<file path="src/rtl/rowcopy_pkg.sv">
package rowcopy_pkg;
    typedef enum logic [2:0] {
        ST_IDLE     = 3'd0,
        ST_SRC_OPEN = 3'd1,
        ST_DST_OPEN = 3'd2,
        ST_FINISH   = 3'd3,
        ST_REJECT   = 3'd4
    } rc_state_e;
endpackage

</file>
<file path="src/rtl/rc_cell_array.sv">
module rc_cell_array #(
    parameter int N_ROWS = 16,
    parameter int N_COLS = 16,
    localparam int RAW = $clog2(N_ROWS),
    localparam int CAW = $clog2(N_COLS)
) (
    input  logic              clk,
    input  logic              rst_n,
    input  logic              act_en,
    input  logic [RAW-1:0]    act_row,
    input  logic              wsel,
    input  logic [N_COLS-1:0] hold_row,
    input  logic              col_we,
    input  logic [CAW-1:0]    col_idx,
    input  logic              col_wbit,
    output logic [N_COLS-1:0] sense_row,
    output logic [N_COLS-1:0] latch_row
);
    logic [N_COLS-1:0] mem [N_ROWS];
    logic [N_COLS-1:0] wb_row;

    // Sensing is combinational on the opened row.
    assign sense_row = mem[act_row];

    // Write-back selector: the holding register when wsel is high,
    // otherwise the sensed row with an optional single-bit update.
    always_comb begin
        if (wsel) begin
            wb_row = hold_row;
        end else begin
            wb_row = sense_row;
            if (col_we) begin
                wb_row[col_idx] = col_wbit;
            end
        end
    end

    always_ff @(posedge clk) begin
        if (act_en) begin
            mem[act_row] <= wb_row;
        end
    end

    always_ff @(posedge clk or negedge rst_n) begin
        if (!rst_n) begin
            latch_row <= '0;
        end else if (act_en) begin
            latch_row <= sense_row;
        end
    end
endmodule

</file>
<file path="src/rtl/rc_hold_reg.sv">
module rc_hold_reg #(
    parameter int WIDTH = 16
) (
    input  logic             clk,
    input  logic             rst_n,
    input  logic             cap_en,
    input  logic [WIDTH-1:0] d,
    output logic [WIDTH-1:0] q
);
    always_ff @(posedge clk or negedge rst_n) begin
        if (!rst_n) begin
            q <= '0;
        end else if (cap_en) begin
            q <= d;
        end
    end
endmodule

</file>
<file path="src/rtl/rc_seq.sv">
module rc_seq
    import rowcopy_pkg::*;
#(
    parameter int RAW = 4
) (
    input  logic           clk,
    input  logic           rst_n,
    input  logic           cmd_valid,
    input  logic [RAW-1:0] cmd_src,
    input  logic [RAW-1:0] cmd_dst,
    input  logic           tst_req,
    input  logic [RAW-1:0] tst_row,
    output logic           act_en,
    output logic [RAW-1:0] act_row,
    output logic           wsel,
    output logic           cap_en,
    output logic           tst_go,
    output logic           busy,
    output logic           done,
    output logic           err
);
    rc_state_e state_q, state_d;
    logic [RAW-1:0] src_q, dst_q;

    always_comb begin
        state_d = state_q;
        unique case (state_q)
            ST_IDLE: begin
                if (cmd_valid) begin
                    state_d = (cmd_src == cmd_dst) ? ST_REJECT : ST_SRC_OPEN;
                end
            end
            ST_SRC_OPEN: state_d = ST_DST_OPEN;
            ST_DST_OPEN: state_d = ST_FINISH;
            ST_FINISH:   state_d = ST_IDLE;
            ST_REJECT:   state_d = ST_IDLE;
            default:     state_d = ST_IDLE;
        endcase
    end

    always_ff @(posedge clk or negedge rst_n) begin
        if (!rst_n) begin
            state_q <= ST_IDLE;
            src_q   <= '0;
            dst_q   <= '0;
        end else begin
            state_q <= state_d;
            if (state_q == ST_IDLE && cmd_valid) begin
                src_q <= cmd_src;
                dst_q <= cmd_dst;
            end
        end
    end

    always_comb begin
        act_en  = 1'b0;
        act_row = tst_row;
        wsel    = 1'b0;
        cap_en  = 1'b0;
        tst_go  = 1'b0;
        busy    = 1'b1;
        done    = 1'b0;
        err     = 1'b0;
        unique case (state_q)
            ST_IDLE: begin
                busy   = 1'b0;
                tst_go = tst_req && !cmd_valid;
                act_en = tst_req && !cmd_valid;
            end
            ST_SRC_OPEN: begin
                act_en  = 1'b1;
                act_row = src_q;
                cap_en  = 1'b1;
            end
            ST_DST_OPEN: begin
                act_en  = 1'b1;
                act_row = dst_q;
                wsel    = 1'b1;
            end
            ST_FINISH: done = 1'b1;
            ST_REJECT: err  = 1'b1;
            default: busy = 1'b1;
        endcase
    end
endmodule

</file>
<file path="src/rtl/rowcopy_engine.sv">
module rowcopy_engine #(
    parameter int N_ROWS = 16,
    parameter int N_COLS = 16,
    localparam int RAW = $clog2(N_ROWS),
    localparam int CAW = $clog2(N_COLS)
) (
    input  logic           clk,
    input  logic           rst_n,
    input  logic           cmd_valid,
    input  logic [RAW-1:0] cmd_src,
    input  logic [RAW-1:0] cmd_dst,
    output logic           busy,
    output logic           done,
    output logic           err,
    input  logic           tst_req,
    input  logic           tst_we,
    input  logic [RAW-1:0] tst_row,
    input  logic [CAW-1:0] tst_col,
    input  logic           tst_wbit,
    output logic           tst_ack,
    output logic           tst_rdata
);
    logic              act_en, wsel, cap_en, tst_go;
    logic [RAW-1:0]    act_row;
    logic [N_COLS-1:0] sense_row, latch_row, hold_row;
    logic [CAW-1:0]    col_q;

    rc_seq #(.RAW(RAW)) u_seq (
        .clk(clk), .rst_n(rst_n),
        .cmd_valid(cmd_valid), .cmd_src(cmd_src), .cmd_dst(cmd_dst),
        .tst_req(tst_req), .tst_row(tst_row),
        .act_en(act_en), .act_row(act_row), .wsel(wsel), .cap_en(cap_en),
        .tst_go(tst_go), .busy(busy), .done(done), .err(err)
    );

    rc_hold_reg #(.WIDTH(N_COLS)) u_hold (
        .clk(clk), .rst_n(rst_n), .cap_en(cap_en),
        .d(sense_row), .q(hold_row)
    );

    rc_cell_array #(.N_ROWS(N_ROWS), .N_COLS(N_COLS)) u_array (
        .clk(clk), .rst_n(rst_n),
        .act_en(act_en), .act_row(act_row), .wsel(wsel), .hold_row(hold_row),
        .col_we(tst_go && tst_we), .col_idx(tst_col), .col_wbit(tst_wbit),
        .sense_row(sense_row), .latch_row(latch_row)
    );

    always_ff @(posedge clk or negedge rst_n) begin
        if (!rst_n) begin
            tst_ack <= 1'b0;
            col_q   <= '0;
        end else begin
            tst_ack <= tst_go;
            if (tst_go) begin
                col_q <= tst_col;
            end
        end
    end

    // The latch holds the row as sensed before the write-back.
    assign tst_rdata = latch_row[col_q];
endmodule

</file>
<file path="config.mk">
export PLATFORM = sky130hd
export DESIGN_NAME = rowcopy_engine
export DESIGN_NICKNAME = d
export VERILOG_FILES = /design/src/rtl/rowcopy_pkg.sv /design/src/rtl/rc_cell_array.sv /design/src/rtl/rc_hold_reg.sv /design/src/rtl/rc_seq.sv /design/src/rtl/rowcopy_engine.sv
export SDC_FILE = /design/constraint.sdc
export NUM_CORES = 1
export LEC_CHECK = 0
export ABC_AREA = 1
export ABC_CLOCK_PERIOD_IN_PS = 2600
export BUFFER_PORTS_ARGS = -buffer_cell sky130_fd_sc_hd__clkbuf_2
export CAP_MARGIN = 20
export CORE_MARGIN = 1
export CORE_UTILIZATION = 30
export DETAILED_ROUTE_END_ITERATION = 10
export SETUP_SLACK_MARGIN = 0.05
export SKIP_CTS_REPAIR_TIMING = 1
export SYNTH_ARGS = -nofsm -noshare
export SYNTH_HDL_FRONTEND = slang
export SYNTH_SLANG_ARGS = --single-unit
export TNS_END_PERCENT = 100
</file>
<file path="constraint.sdc">
create_clock -name clk -period 2.6 [get_ports clk]
set_clock_uncertainty 0.05 [all_clocks]
set_input_delay 0.52 -clock clk [delete_from_list [all_inputs] [get_ports clk]]
set_output_delay 0.52 -clock clk [all_outputs]
set_load 0.1 [all_outputs]
</file>
Word-level counts from Yosys, hierarchy flattened
Memories as Yosys holds them, arrays and structs flattened.
Cells that the tools add are included.

word-level totals
  register bits = 48
  memory bits (writable) = 256
  input port bits = 22
  output and inout port bits = 5
  word-level logic and storage cells = 44
  memories kept = 1

memories
  name         words  width  read ports  clocked after Yosys merged registers in  write ports  RTL line             text
  u_array.mem  16     16     1           0                                        1            rc_cell_array.sv:19  logic [N_COLS-1:0] mem [N_ROWS];

operators by class
  magnitude comparators = 3
  eq/ne operators = 6
  multiplexer cells = 20
  reduce and logical (&&, ||, !) cells = 7

operators with widths
  operator              number
  $mux W16              2
  $bwmux W16            1
  $lt A4 B5 Y1 const B  2
  $mux W1               10
  $pmux W3 S3           1
  $pmux W4 S2           1
  $eq A3 B2 Y1 const B  2
  $mux W3               2
  $bmux W1 S4           1
  $demux W1 S4          1
  $eq A4 B4 Y1          1
  $ge A4 B1 Y1 const B  1
  $logic_and A1 B1 Y1   4
  $eq A3 B1 Y1 const B  1
  $eq A3 B3 Y1 const B  1
  $logic_not A3 Y1      1
  $ne A2 B2 Y1 const B  1
  $pmux W1 S2           1
  $reduce_or A2 Y1      1
  $logic_not A1 Y1      1

Depth between registers and ports, before layout
  depth after elaboration = 7
  gate-level depth with buffers = 18
  gate-level depth less buffers = 16

Cells and area by module
From an unflattened synthesis, not the netlist that was laid out.

unflattened totals
  cells, all modules = 1448
  area, all modules = 13529.2 um^2

by module, submodules not included
  module          instances  cells an instance  area an instance (um^2)  sequential area each (um^2)
  rc_cell_array   1          1225               11830.1                  8087.8
  rc_seq          1          89                 665.6                    275.3
  rc_hold_reg     1          68                 644.4                    400.4
  rowcopy_engine  1          66                 389.1                    125.1

Worst setup path before layout
Ideal clock, no wire load.

  kind = reg-to-output
  start point = register u_seq.state_q[1]
  end point = output done
  arrival time = 2.546 ns
  data required time = 2.030 ns
  slack = -0.516 ns
  cell stages (with the launch flop) = 3
  buffers on the path = 0
  cell sequence = dfrtp_1 > inv_2 > nor3_1

between the ends
  longest elaborated chain between the ends = 2

ends and longest elaborated chain
  element                   RTL line              text
  start: declaration        rc_seq.sv:22          rc_state_e state_q, state_d;
  start signal: assignment  rc_seq.sv:47          state_q <= state_d;
  $eq A3 B2 Y1              rc_seq.sv:64          unique case (state_q)
  $mux W1                   rc_seq.sv:64
  end: declaration          rowcopy_engine.sv:13  output logic done,

No other way between the ends.

Worst setup path after layout
  start point = register u_seq.state_q[2]
  end point = memory u_array.mem[6][7] (data pin)

between the ends
  longest elaborated chain between the ends = 6
  elaborated cells on any way between the ends = 11
  classes of those cells = 2 x eq/ne; 6 x mux; 2 x reduce/logical; 1 x memory

ends and longest elaborated chain
  element                                              RTL line             text
  $eq A3 B2 Y1 / $eq A3 B1 Y1 (equally long branches)  rc_seq.sv:64
  $pmux W4 S2                                          rc_seq.sv:64
  $mem_v2 Z16 W16                                      -
  $bwmux W16                                           rc_cell_array.sv:33  wb_row[col_idx] = col_wbit;
  $mux W16                                             rc_cell_array.sv:32  if (col_we) begin
  $mux W16 (*)                                         rc_cell_array.sv:28  if (wsel) begin
  net u_array.wb_row[7]                                rc_cell_array.sv:20  logic [N_COLS-1:0] wb_row;
  end: declaration                                     rc_cell_array.sv:19

The timed path passes the listed nets; every way through them passes the cells marked *.

==> summary.md <==
| Metric | Value |
|---|---|
| CTS tree | built |
| Max Cap Viol | 0 |
| Post-layout nets | 1,521 |
| Tot GR Track Use | 16.0% |
| Synthesis-to-layout area growth | 27.7% |
| Period utilization | 100% |
| Slack of the worst reg-to-reg path | -0.0003 ns |
| Initial antenna violation count | 0 |
| Mux contribution to synthesized area | 0.312% |
| Worst slew pin tran | 0.627 ns |
| Worst Path Max Fanout | 26 |
| Starting DRT DRC Count | 958 |
| Layout cells sized above 1 | 22.0% |
| Worst skew pair latency | 0.52 ns |
| Row Count | 77 |
| DIE AREA | 0.0463 sq mm |
| Failing checks | negative setup slack |
| Critical path endpoint category | flip-flop |
| # DRC | 0 |
| Critical path class | flip-flop to flip-flop |
| Syn nets | 1,402 |
| Die width | 215 um |
| Reg2reg path depth | 19 |
| Final Hold Fails | 0 |
| Worst Path Arrival | 2.81 ns |
| Status | finished with violations |
| Die Height | 215 um |
| Drt first pass iters | 5 |
| Routability cong. | 0.841 |
| Final ANT Viol Nets | 0 |
| H-Tree Depth | 2 |
| Final min period | 2.60 ns |
| Post-synth top area share | 56.3% |
| Antenna diodes | 0 |
| Routed WL | 39,100 um |
| Clock-pin slew on the worst setup and hold paths | 0.06 ns |
| Yosys warns | 0 |
| Placed Cells | 2,036 |
| Critical path data required time | 2.81 ns |
| Unrepaired setup endpoints after global routing | yes |
| Root Driver | clkbuf_16 |
| Fin cells | 2,116 |
| Sink Count | 304 |
| Main combinational cell family by area after synthesis | simple AND/OR/NAND/NOR gates |
| Sequential cell area fraction in the yosys report | 65.1% |
| Vias | 10,400 |
| Slew Limit Fails | 0 |
| Core area | 0.0445 sq mm |
| Hold WC Path Type | input port to asynchronous set/reset pin |
| Final core occ | 39.2% |
| Largest area contributor in the netlist | edfxtp_1 |
| Port bufs | 26 |
| Synthesized instance count | 1,380 |
| Total CTS buffers | 35 |
| Initial core utilization | 30.7% |
| Fraction of the mapped netlist area in adder cells | 0% |
| Ranking of synthesized cells by area | edfxtp_1 (56%), nand2_1 (18%), dfrtp_1 (8.8%) |
| Synth cell types | 33 |
| Vias per cell | 4.92 |
| Clock buffer depth | 3 |
| GRT Residual Overflow | 0 |
| Synth Area in Simple Gates | 27.2% |
| First-pass GRT wire length | 58,200 um |
| Post-synthesis compound-gate area fraction | 3.02% |
| Worst setup margin | -0.000263 ns |
| Drt wl/cell | 18.5 um |
| Synth Area per Inst | 9.89 sq um |
| Startpoint Class | flip-flop |
| Highest clock rate | 385 MHz |
| Yosys reg bits | 304 |
| I/O pin count | 27 |
| Reg2Reg Launch Point | u_seq.state_q[2] |
| Xor/xnor cell area share of the yosys netlist | 0.257% |
| Cell area after synthesis | 0.0136 sq mm |
| Largest net degree at the start of global routing | 70 |
| DPL Wire Length | 23,800 um |
| Endpoints failing setup | 1 |
| Vias in the first global route | 9,955 |
| Capturing point of the worst reg2reg path | u_array.mem[6][7] |
| Relative slew slack | 58.2% |
==> layer usage <==
layer,up-vias,track usage [%],routed length (um)
met5,-,0,0
met4,0,5.04,970
met3,77,3.13,2910
met2,410,24.8,17800
met1,4974,22.4,17400
li1,4952,-,-
==> cell usage after synthesis <==
cell type / count
dfrtp_1: 48
nand2_1: 665
nor2_2: 4
o221ai_1: 2
nor3_2: 4
buf_1: 6
nand3_4: 1
a21oi_2: 2
o32ai_1: 1
nand2_2: 2
nand4_1: 131
o21ai_0: 19
buf_4: 8
inv_1: 25
clkbuf_1: 41
mux2i_1: 2
inv_2: 10
o211ai_1: 1
buf_6: 4
o21ai_1: 26
nor3_1: 4
edfxtp_1: 256
a31oi_1: 12
mux2_2: 2
a21oi_1: 7
nor2_4: 3
nor3b_4: 1
nand3_1: 5
nor2_1: 50
xnor2_1: 4
buf_2: 28
o22ai_1: 4
nand3_2: 2
==> how the worst max path moves through the flow <==
stage                                start                   to  slack [ns]  cells after the start
final                     u_seq.state_q[2]    u_array.mem[6][7]     -0.0003                     19
after floorplan           u_seq.state_q[0]    u_array.mem[0][0]       -0.19                      7
after CTS                 u_seq.state_q[1]  u_array.mem[11][11]       -0.40                     13
after detailed placement  u_seq.state_q[1]   u_array.mem[4][11]       -0.39                     13
after global routing      u_seq.state_q[2]   u_array.mem[5][10]       -0.10                     19
after global placement    u_seq.state_q[2]   u_array.mem[6][11]       -0.29                     18
==> flip-flops by register name, summed over array words and instances (netlist names) <==
name and cells:
u_hold.q 16, u_seq.src_q 4, u_seq.dst_q 4, u_array.latch_row 16, col_q 4, u_array.mem 256, tst_ack 1, u_seq.state_q 3
==> worst max-delay path, stage by stage (launching register included) <==
cell and delay, ns:
dfrtp_1 0.39, inv_2 0.09, buf_6 0.12, nand3_4 0.12, nand2_2 0.10, inv_2 0.06, nand2_2 0.06, inv_2 0.04
nor2_4 0.20, inv_4 0.09, buf_12 0.18, nand2_1 0.09, nand2_2 0.06, nand2_1 0.08, nand2_2 0.07, nor2_4 0.14
nand2_1 0.07, nand2_1 0.09, nand2_2 0.08, buf_12 0.16
==> logic make-up after synthesis <==
family	after synthesis
AO/OA/AOI/OAI	74
XOR/XNOR	4
buffers and inverters	122
flip-flops	304
multiplexers	4
AND/OR/NAND/NOR	872
==> final cells by class <==
cell class	count	area, sq um
multi-input combinational	956	4590
fill	4284	27100
tap	592	741
inverter	35	136
clock buffer	44	961
sequential	304	8890
timing repair buffer	167	1860
clock inverter	18	250
==> metrics by stage <==
step | hold slack, ns | setup TNS, ns | worst slack, ns | cell area, sq um
6_report | 0.0631 | -0.000263 | -0.000263 | 17400
5_1_grt | 0.113 | -14.65 | -0.100 | 17400
4_1_cts | 0.0767 | -27.48 | -0.399 | 16800
3_5_place_dp | 0.426 | -24.36 | -0.393 | 15600
3_3_place_gp | 0.420 | -10.25 | -0.286 | 15600
2_1_floorplan | 0.174 | -47.33 | -0.188 | 13700
==> cell usage in the layout (no fill, tap or decap), types with 23 or more instances in the layout <==
cell	Yosys	final
nand2_2	2	45
clkbuf_2	0	25
nor2_1	50	23
buf_4	8	84
nand4_1	131	131
inv_1	25	24
buf_12	0	42
nand2_1	665	617
edfxtp_1	256	256
clkbuf_16	0	41
dfrtp_1	48	47
o21ai_1	26	27
Power is left out: the tool's default activity adds up to more than one toggle a clock period on the data nets, which glitch-free logic cannot reach.
